### src/rtl/adc_scan_pkg.sv
package adc_scan_pkg;

    localparam int FRAME_BITS  = 16;
    localparam int NUM_CH      = 8;
    localparam int CH_BITS     = $clog2(NUM_CH);
    localparam int SAMPLE_BITS = 12;
    localparam int CMD_LSB     = 11;

    typedef logic [FRAME_BITS-1:0]  frame_t;
    typedef logic [CH_BITS-1:0]     chan_t;
    typedef logic [NUM_CH-1:0]      mask_t;
    typedef logic [SAMPLE_BITS-1:0] sample_t;

    typedef enum logic [2:0] {
        ST_IDLE,
        ST_LOAD,
        ST_XFER,
        ST_END,
        ST_WAIT,
        ST_DRAIN,
        ST_GAP
    } seq_state_t;

    // channel commanded in a frame, and whether it was a real command
    typedef struct packed {
        chan_t chan;
        logic  live;
    } slot_t;

    typedef struct packed {
        chan_t   chan;
        sample_t data;
    } result_t;

    function automatic frame_t make_cmd(input chan_t ch);
        frame_t w;
        w = '0;
        w[CMD_LSB +: CH_BITS] = ch;
        return w;
    endfunction

    function automatic chan_t lowest_chan(input mask_t m);
        chan_t idx;
        idx = '0;
        for (int i = NUM_CH - 1; i >= 0; i--) begin
            if (m[i]) idx = chan_t'(i);
        end
        return idx;
    endfunction

    function automatic mask_t chan_bit(input chan_t ch);
        return mask_t'(1) << ch;
    endfunction

endpackage

### src/rtl/adc_tick_gen.sv
module adc_tick_gen #(
    parameter int DIV = 4
) (
    input  logic clk,
    input  logic rst,
    input  logic run,
    output logic tick
);
    localparam int CW = (DIV > 1) ? $clog2(DIV) : 1;
    localparam logic [CW-1:0] LAST = CW'(DIV - 1);

    logic [CW-1:0] cnt;

    always_ff @(posedge clk) begin
        if (rst || !run) begin
            cnt <= '0;
        end else if (cnt == LAST) begin
            cnt <= '0;
        end else begin
            cnt <= cnt + 1'b1;
        end
    end

    assign tick = run && (cnt == LAST);
endmodule

### src/rtl/adc_frame_shift.sv
module adc_frame_shift
    import adc_scan_pkg::*;
(
    input  logic    clk,
    input  logic    rst,
    input  logic    load,
    input  frame_t  tx_word,
    input  logic    step,
    input  logic    miso,
    output logic    sclk,
    output logic    mosi,
    output logic    frame_end,
    output sample_t rx_sample
);
    localparam int BCW = $clog2(FRAME_BITS);
    localparam logic [BCW-1:0] LAST_BIT = BCW'(FRAME_BITS - 1);

    frame_t         tx_sh;
    logic [BCW-1:0] bit_cnt;

    always_ff @(posedge clk) begin
        if (rst) begin
            tx_sh     <= '0;
            bit_cnt   <= '0;
            sclk      <= 1'b1;
            mosi      <= 1'b0;
            rx_sample <= '0;
        end else if (load) begin
            tx_sh   <= tx_word;
            bit_cnt <= '0;
        end else if (step) begin
            if (sclk) begin
                // falling edge: present next command bit
                sclk  <= 1'b0;
                mosi  <= tx_sh[FRAME_BITS-1];
                tx_sh <= {tx_sh[FRAME_BITS-2:0], 1'b0};
            end else begin
                // rising edge: capture response bit; upper bits fall off
                sclk      <= 1'b1;
                rx_sample <= {rx_sample[SAMPLE_BITS-2:0], miso};
                bit_cnt   <= bit_cnt + 1'b1;
            end
        end
    end

    assign frame_end = step && !sclk && (bit_cnt == LAST_BIT);
endmodule

### src/rtl/adc_chan_walker.sv
module adc_chan_walker
    import adc_scan_pkg::*;
(
    input  logic  clk,
    input  logic  rst,
    input  logic  init,
    input  mask_t init_mask,
    input  logic  pick,
    output logic  has_more,
    output chan_t next_chan
);
    mask_t remaining;

    always_ff @(posedge clk) begin
        if (rst) begin
            remaining <= '0;
        end else if (init) begin
            remaining <= init_mask;
        end else if (pick && has_more) begin
            remaining <= remaining & ~chan_bit(next_chan);
        end
    end

    assign has_more  = |remaining;
    assign next_chan = lowest_chan(remaining);
endmodule

### src/rtl/adc_scan_seq.sv
module adc_scan_seq
    import adc_scan_pkg::*;
#(
    parameter int DIV = 4
) (
    input  logic                   clk,
    input  logic                   rst,
    input  logic                   req_valid,
    input  logic                   req_scan,
    input  logic [CH_BITS-1:0]     req_chan,
    input  logic [NUM_CH-1:0]      req_mask,
    output logic                   busy,
    output logic                   done,
    output logic                   out_valid,
    input  logic                   out_ready,
    output logic [CH_BITS-1:0]     out_chan,
    output logic [SAMPLE_BITS-1:0] out_data,
    output logic                   sclk,
    output logic                   cs_n,
    output logic                   mosi,
    input  logic                   miso
);
    seq_state_t state;
    slot_t      cur_slot;
    slot_t      prev_slot;
    result_t    res_q;
    logic       gap_half;

    mask_t   start_mask;
    logic    tick;
    logic    run;
    logic    step;
    logic    load;
    logic    frame_end;
    logic    has_more;
    chan_t   next_chan;
    frame_t  tx_word;
    sample_t rx_sample;
    logic    accept;

    assign start_mask = req_scan ? req_mask : chan_bit(req_chan);
    assign accept     = (state == ST_IDLE) && req_valid;
    assign run        = (state == ST_XFER) || (state == ST_GAP);
    assign step       = tick && (state == ST_XFER);
    assign load       = (state == ST_LOAD);
    assign tx_word    = has_more ? make_cmd(next_chan) : '0;

    adc_tick_gen #(.DIV(DIV)) i_tick (
        .clk  (clk),
        .rst  (rst),
        .run  (run),
        .tick (tick)
    );

    adc_chan_walker i_walk (
        .clk       (clk),
        .rst       (rst),
        .init      (accept),
        .init_mask (start_mask),
        .pick      (load),
        .has_more  (has_more),
        .next_chan (next_chan)
    );

    adc_frame_shift i_shift (
        .clk       (clk),
        .rst       (rst),
        .load      (load),
        .tx_word   (tx_word),
        .step      (step),
        .miso      (miso),
        .sclk      (sclk),
        .mosi      (mosi),
        .frame_end (frame_end),
        .rx_sample (rx_sample)
    );

    always_ff @(posedge clk) begin
        if (rst) begin
            state     <= ST_IDLE;
            cs_n      <= 1'b1;
            done      <= 1'b0;
            out_valid <= 1'b0;
            res_q     <= '0;
            cur_slot  <= '0;
            prev_slot <= '0;
            gap_half  <= 1'b0;
        end else begin
            done <= 1'b0;
            if (out_valid && out_ready) begin
                out_valid <= 1'b0;
            end
            case (state)
                ST_IDLE: begin
                    if (req_valid) begin
                        if (start_mask == '0) begin
                            done <= 1'b1;
                        end else begin
                            cs_n      <= 1'b0;
                            prev_slot <= '0;
                            state     <= ST_LOAD;
                        end
                    end
                end
                ST_LOAD: begin
                    cur_slot <= '{chan: next_chan, live: has_more};
                    state    <= ST_XFER;
                end
                ST_XFER: begin
                    if (frame_end) state <= ST_END;
                end
                ST_END: begin
                    // response of this frame belongs to the previous command
                    if (prev_slot.live) begin
                        out_valid <= 1'b1;
                        res_q     <= '{chan: prev_slot.chan, data: rx_sample};
                    end
                    prev_slot <= cur_slot;
                    state     <= cur_slot.live ? ST_WAIT : ST_DRAIN;
                end
                ST_WAIT: begin
                    if (!out_valid) state <= ST_LOAD;
                end
                ST_DRAIN: begin
                    if (!out_valid) begin
                        cs_n     <= 1'b1;
                        gap_half <= 1'b0;
                        state    <= ST_GAP;
                    end
                end
                ST_GAP: begin
                    if (tick) begin
                        if (gap_half) begin
                            done  <= 1'b1;
                            state <= ST_IDLE;
                        end else begin
                            gap_half <= 1'b1;
                        end
                    end
                end
                default: state <= ST_IDLE;
            endcase
        end
    end

    assign busy     = (state != ST_IDLE);
    assign out_chan = res_q.chan;
    assign out_data = res_q.data;
endmodule

### config.mk
export PLATFORM = sky130hd
export DESIGN_NAME = adc_scan_seq
export DESIGN_NICKNAME = d
export VERILOG_FILES = /design/src/rtl/adc_scan_pkg.sv /design/src/rtl/adc_tick_gen.sv /design/src/rtl/adc_frame_shift.sv /design/src/rtl/adc_chan_walker.sv /design/src/rtl/adc_scan_seq.sv
export SDC_FILE = /design/constraint.sdc
export NUM_CORES = 1
export LEC_CHECK = 0
export BUFFER_PORTS_ARGS = -buffer_cell sky130_fd_sc_hd__buf_2
export CORE_MARGIN = 8
export CORE_UTILIZATION = 50
export CTS_CLUSTER_SIZE = 14
export DETAILED_ROUTE_END_ITERATION = 7
export GPL_TIMING_DRIVEN = 0
export MAX_ROUTING_LAYER = met4
export PLACE_DENSITY = 0.76
export REMOVE_ABC_BUFFERS = 1
export SETUP_SLACK_MARGIN = 0.3
export SLEW_MARGIN = 20
export SYNTH_ARGS = -nofsm -noshare
export SYNTH_HDL_FRONTEND = slang
export SYNTH_SLANG_ARGS = --single-unit
### constraint.sdc
create_clock -name clk -period 5.1 [get_ports clk]
set_input_delay 0.765 -clock clk [delete_from_list [all_inputs] [get_ports clk]]
set_output_delay 0.765 -clock clk [all_outputs]
set_load 0.02 [all_outputs]
==> impl_metrics.py, run 1 <==
metrics = {
    "synth": {
        "synth_top_area_share_pct": 46.5,
        "yosysMostFrequentCell": "nand2_1",
        "synth_ff_type": "dfxtp_1",
        "syn_inst": 330,
        "yosys-top-cells-count": "nand2_1, dfxtp_1, a21oi_1, nor2_1, clkbuf_1",
        "syn_avg_cell_area_um2": 8.23,
        "async_flop_share_pct": 0,
        "synth-seq-area-share_pct": 46.5,
        "syn_area_um2": 2720,
        "synth_seq_cells": 63,
        "netlist_top_cells_area": "dfxtp_1, nand2_1, a21oi_1",
        "yosys.area.top_type": "dfxtp_1",
        "synth-edff-count": 0,
        "synth_cell_types": 52,
        "yosysWarnings": 0,
    },
    "global_routing": {
        "met2_usage_pct": 25.3,
        "grt_pass1_vias": 2159,
        "grt_use_met1_pct": 16.8,
        "grt_antenna_before_repair": 0,
        "top_usage_layer": "met2",
        "grt_use_total_pct": 15.1,
        "grt_max_degree": 59,
        "met3_usage_pct": 3.28,
        "grt_pass1_wl_um": 9320,
        "gr-total-overflow": 0,
    },
    "layout": {
        "stdcell_count": 432,
        "layout.nets": 374,
        "fill_cells": 490,
        "layout-drive-gt1-share_pct": 17.5,
        "multiInputGateArea_um2": 1330,
        "fin_util_pct": 57.9,
        "area_delta_synth_final_pct": 14.5,
        "diodes": 0,
        "seq_area_um2": 1260,
    },
    "sta": {
        "max_clock_freq_ghz": 0.435,
        "slew_violations": 0,
        "max_slew_margin_pct": 34.2,
        "rsz0062_at_grt": "no",
        "finalSetupViolations": 0,
        "final.setup.tns_ns": 0,
        "hold_viol_final": 0,
        "setup_slack_ns": 2.80,
        "fin_worst_skew_ns": 0.00819,
        "tightest_slew_ns": 0.987,
        "post-route-period-util_pct": 45.0,
        "fin_crit_ns": 2.30,
    },
    "drt": {
        "dr_total_vias": 2274,
        "drt-initial-drc-count": 147,
        "drc": 0,
        "ant_nets": 0,
        "via_per_inst": 5.26,
        "dr.pass1.iters": 4,
        "wire_per_inst_um": 12.2,
        "wl_um": 5290,
    },
    "cts": {
        "htreeDepth": 3,
        "clockRootBuffer": "clkbuf_8",
        "worstSkewPairLatency_ns": 0.34,
        "cts_sinks": 63,
        "cts_buffer_depth": 2,
        "cts.hold.buffers_added": 0,
        "numCtsBuffers": 9,
        "cts_resized": 0,
        "post_cts_buffers": 0,
        "cts_tree": "yes",
        "clk_pin_slew_ns": 0.07,
    },
    "critical_path": {
        "crit_arrival_ns": 1.53,
        "cp_slowest_cell": "or3_1",
        "crit_fanout": 16,
        "worst_ep_required_time_ns": 4.34,
        "path_delay_family": "simple AND/OR/NAND/NOR gates",
        "crit_type": "flip-flop to output port",
        "slowest_delay_ns": 0.52,
        "critPathLaunchType": "flip-flop",
        "r2r_slack_ns": 3.05,
        "crit_chain": "or3_1, buf_2",
        "crit_path_end_kind": "output port",
        "worst-path-buf-inv": 1,
    },
    "power": {
        "p_leak_nw": 1.20,
        "powerDensity_nw_per_um2": 428,
        "power.total_mw": 1.33,
        "peakVddDrop_mv": 0.181,
    },
    "floorplan": {
        "die_h_um": 89.7,
        "dieArea_um2": 8040,
        "core_um2": 5370,
        "fp-row-count": 27,
        "io_pins": 38,
        "die_width_um": 89.7,
        "initial_utilization_pct": 50.5,
    },
    "min_path": {
        "hold_path.class": "flip-flop to flip-flop",
    },
    "placed_design": {
        "dpl.cell_count": 416,
        "port_buffers": 37,
        "place_ws_ns": 2.94,
        "hpwl_um": 3660,
        "gp_congestion": 0.786,
    },
    "job": {
        "maxCapViolCount": 0,
    },
    "outcome": {
        "outcome": "finished clean",
    },
}
[worst register-to-register path, delay by kind of cell (launching register included)]
kind	cells	cell delay, ns
xor gates and xnor gates	1	0.21
DFF	1	0.34
adders and majority gates	1	0.35
and+or+nand+nor	3	1.05
[worst paths after layout]
kind / from / end / cells past startpoint
max: state[2] / busy / 2
min reg2reg: i_tick.cnt[0] / i_tick.cnt[0] / 1
min: i_tick.cnt[0] / i_tick.cnt[0] / 1
max reg2reg: i_tick.cnt[0] / i_shift.bit_cnt[0] / 5
[final cells by class]
type                    instances  area share [%]
multi-input cells             240            42.8
inverters                       4           0.483
clock buffers                   9            3.99
well taps                      72            2.90
flip-flops and latches         63            40.6
clock inverters                 7            3.30
repair buffers                 37            5.96
[placed cells by master, fill, tap and decap left out, types with 3 or more instances in the layout]
cell and count:
inv_1 4, o21ai_0 7, nor3_1 3, a22o_1 4, nand3b_1 3, xnor2_1 4, nand2_1 80, a21oi_1 42
nand3_1 7, a21o_1 3, clkbuf_8 9, o22ai_1 3, nor2b_1 4, o41ai_1 3, o211ai_1 5, nand2b_1 4
buf_2 37, a211oi_1 3, inv_6 3, dfxtp_1 63, nor2_1 20, mux2i_1 5, and3_1 3
[metal layers]
layer,part of all wire [%],up-vias
met2,50,33
met5,0,-
li1,-,1200
met1,44,1033
met4,1.3,0
met3,4.4,8
[kinds of logic after synthesis]
logic type                 Yosys count  share of synthesized area [%]
muxes                                6                           2.26
AOI/OAI and AO/OA                   81                           18.4
and+or+nand+nor                    147                           26.1
xor gates and xnor gates             4                           1.29
adders and majority gates            2                          0.922
DFF                                 63                           46.5
buffers and inverters               27                           4.56
[per-stage QoR]
step / hold slack (ns) / instance area, um^2
after floorplan: 0.396 / 2610
after global placement: 0.405 / 2880
after detailed placement: 0.415 / 2880
after CTS: 0.425 / 3110
after global routing: 0.449 / 3110
final: 0.421 / 3110
[power breakdown]
group | switching [mW] | total [mW] | internal (mW)
Sequential | 0.0535 | 0.583 | 0.529
Combinational | 0.157 | 0.260 | 0.103
Clock | 0.208 | 0.489 | 0.281
Total | 0.419 | 1.33 | 0.913
[flip-flops by register name, summed over array words and instances (netlist names), 2 cells and up]
name               count
out_data              12
out_chan               3
i_walk.remaining       8
cur_slot               4
i_shift.bit_cnt        4
i_tick.cnt             2
i_shift.rx_sample     12
i_shift.tx_sh          5
prev_slot              4
state                  3
Note: power is estimated with default switching activity, not from simulation.
==> run 2: changes to the inputs <==
--- a/config.mk
+++ b/config.mk
@@ -12,7 +12,7 @@
 export DETAILED_ROUTE_END_ITERATION = 7
 export GPL_TIMING_DRIVEN = 0
 export MAX_ROUTING_LAYER = met4
-export PLACE_DENSITY = 0.76
+export PLACE_DENSITY = 0.79
 export REMOVE_ABC_BUFFERS = 1
 export SETUP_SLACK_MARGIN = 0.3
 export SLEW_MARGIN = 20
==> constraint.sdc (replaced) <==
create_clock -name clk -period 2.03 [get_ports clk]
set_input_delay 0.3045 -clock clk [delete_from_list [all_inputs] [get_ports clk]]
set_output_delay 0.3045 -clock clk [all_outputs]
set_load 0.02 [all_outputs]
==> impl_metrics.py, run 2 (synthesis gave the netlist of run 1 again) <==
metrics = {
    "floorplan": {
        "die_width_um": 89.7,
        "core_um2": 5370,
        "fp-row-count": 27,
        "initial_utilization_pct": 50.5,
        "dieArea_um2": 8040,
        "die_h_um": 89.7,
        "io_pins": 38,
    },
    "min_path": {
        "hold_path.class": "input port to flip-flop",
    },
    "sta": {
        "slew_violations": 0,
        "hold_viol_final": 0,
        "tightest_slew_ns": 0.998,
        "max_clock_freq_ghz": 0.598,
        "rsz0062_at_grt": "no",
        "holdWs_ns": 0.209,
        "fin_crit_ns": 1.67,
        "final.setup.tns_ns": 0,
        "max_slew_margin_pct": 33.5,
        "post-route-period-util_pct": 82.3,
        "finalSetupViolations": 0,
        "fin_worst_skew_ns": 0.00592,
    },
    "drt": {
        "wire_per_inst_um": 12.9,
        "via_per_inst": 5.38,
        "wl_um": 5580,
        "drt-initial-drc-count": 148,
        "drc": 0,
        "ant_nets": 0,
        "dr.pass1.iters": 4,
        "dr_total_vias": 2333,
    },
    "global_routing": {
        "grt_pass1_wl_um": 9350,
        "grt_pass1_vias": 2250,
        "grt_max_degree": 59,
        "gr-total-overflow": 0,
        "grt_antenna_before_repair": 0,
        "grt_use_total_pct": 15.2,
    },
    "placed_design": {
        "port_buffers": 37,
        "dpl.cell_count": 416,
        "hpwl_um": 3720,
        "gp_congestion": 0.783,
    },
    "cts": {
        "htreeDepth": 3,
        "cts_buffer_depth": 2,
        "cts_sinks": 63,
        "worstSkewPairLatency_ns": 0.34,
        "cts.hold.buffers_added": 0,
        "clk_pin_slew_ns": 0.07,
        "numCtsBuffers": 9,
        "cts_tree": "yes",
        "clockRootBuffer": "clkbuf_8",
    },
    "critical_path": {
        "crit_path_end": "busy",
        "rr_startpoint": "state[0]",
        "timing.rr.end": "i_shift.tx_sh[14]",
        "critPathLaunchType": "flip-flop",
        "worst_ep_required_time_ns": 1.73,
        "crit_type": "flip-flop to output port",
        "crit_path_end_kind": "output port",
        "crit_start": "state[2]",
        "crit_arrival_ns": 1.37,
        "crit_fanout": 16,
        "reg2reg_depth": 4,
        "r2r_slack_ns": 0.39,
    },
    "power": {
        "p_leak_nw": 1.19,
        "peakVddDrop_mv": 0.573,
        "powerDensity_nw_per_um2": 1030,
    },
    "outcome": {
        "outcome": "finished clean",
    },
    "layout": {
        "layout.nets": 376,
        "area_delta_synth_final_pct": 15.7,
        "final_cell_mix": "nand2_1, dfxtp_1, a21oi_1, buf_2, nor2_1",
        "seq_area_um2": 1260,
        "layout-drive-gt1-share_pct": 20.7,
        "layout_commonest_cell": "nand2_1",
        "stdcell_count": 434,
        "multiInputGateArea_um2": 1360,
        "fill_cells": 516,
        "diodes": 0,
        "fin_util_pct": 58.5,
    },
    "job": {
        "maxCapViolCount": 0,
    },
}
[run 2: cell count changes in the layout (fill, tap and decap cells not counted), sizes merged]
cell / before / now
buf: 37 / 39
bufinv: 2 / 1
inv: 7 / 5
clkinv: 1 / 3
clkinvlp: 1 / 2
[run 2: how the worst min path moves through the flow]
stage	startpoint	end	slack [ns]	cells past startpoint
floorplan	rst	cur_slot[1]	0.37	1
global placement	i_tick.cnt[0]	i_tick.cnt[0]	0.41	1
detailed placement	i_tick.cnt[0]	i_tick.cnt[0]	0.44	1
CTS	miso	i_shift.rx_sample[0]	0.19	3
global route	miso	i_shift.rx_sample[0]	0.23	3
finish	miso	i_shift.rx_sample[0]	0.21	3
[run 2: cell type report]
class                   instances  share of cell area (%)
flip-flops and latches         63                    40.3
clock buffers                   9                    3.94
multi-input cells             240                    43.3
inverters                       4                   0.478
repair buffers                 39                    6.77
well taps                      72                    2.87
clock inverters                 7                    2.31
[run 2: stage by stage]
| stage | setup WS [ns] | area (um^2) | power (mW) |
|---|---|---|---|
| 4_1_cts | 0.341 | 3110 | 3.25 |
| 2_1_floorplan | 0.375 | 2610 | 1.95 |
| 6_report | 0.358 | 3140 | 3.24 |
| 5_1_grt | 0.303 | 3140 | 3.41 |
| 3_5_place_dp | 0.0287 | 2880 | 2.14 |
| 3_3_place_gp | 0.0648 | 2880 | 2.12 |
[run 2: routing by layer]
metal	track usage, %	wire length [um]	vias up
met5	-	0	-
met4	5.74	74	0
met3	4.37	277	12
met2	25.9	2750	48
met1	16.4	2480	1076
li1	-	-	1197
[run 2: report_power, final]
group | leakage (nW) | internal [mW] | total, mW | switching (mW)
sequential | 0.510 | 1.34 | 1.48 | 0.148
combinational | 0.585 | 0.278 | 0.686 | 0.408
clock | 0.0956 | 0.568 | 1.07 | 0.506
total | 1.19 | 2.18 | 3.24 | 1.06
[run 2: critical path, stage by stage (launching register included)]
cell	delay [ns]
dfxtp_2	0.40
or3_4	0.45
buf_2	0.18
[run 2: what timing repair did]
item,CTS,global route
endpoints found under the setup margin,36,23
gates resized for setup,9,3
pin swaps,1,1
buffers inserted,1,1
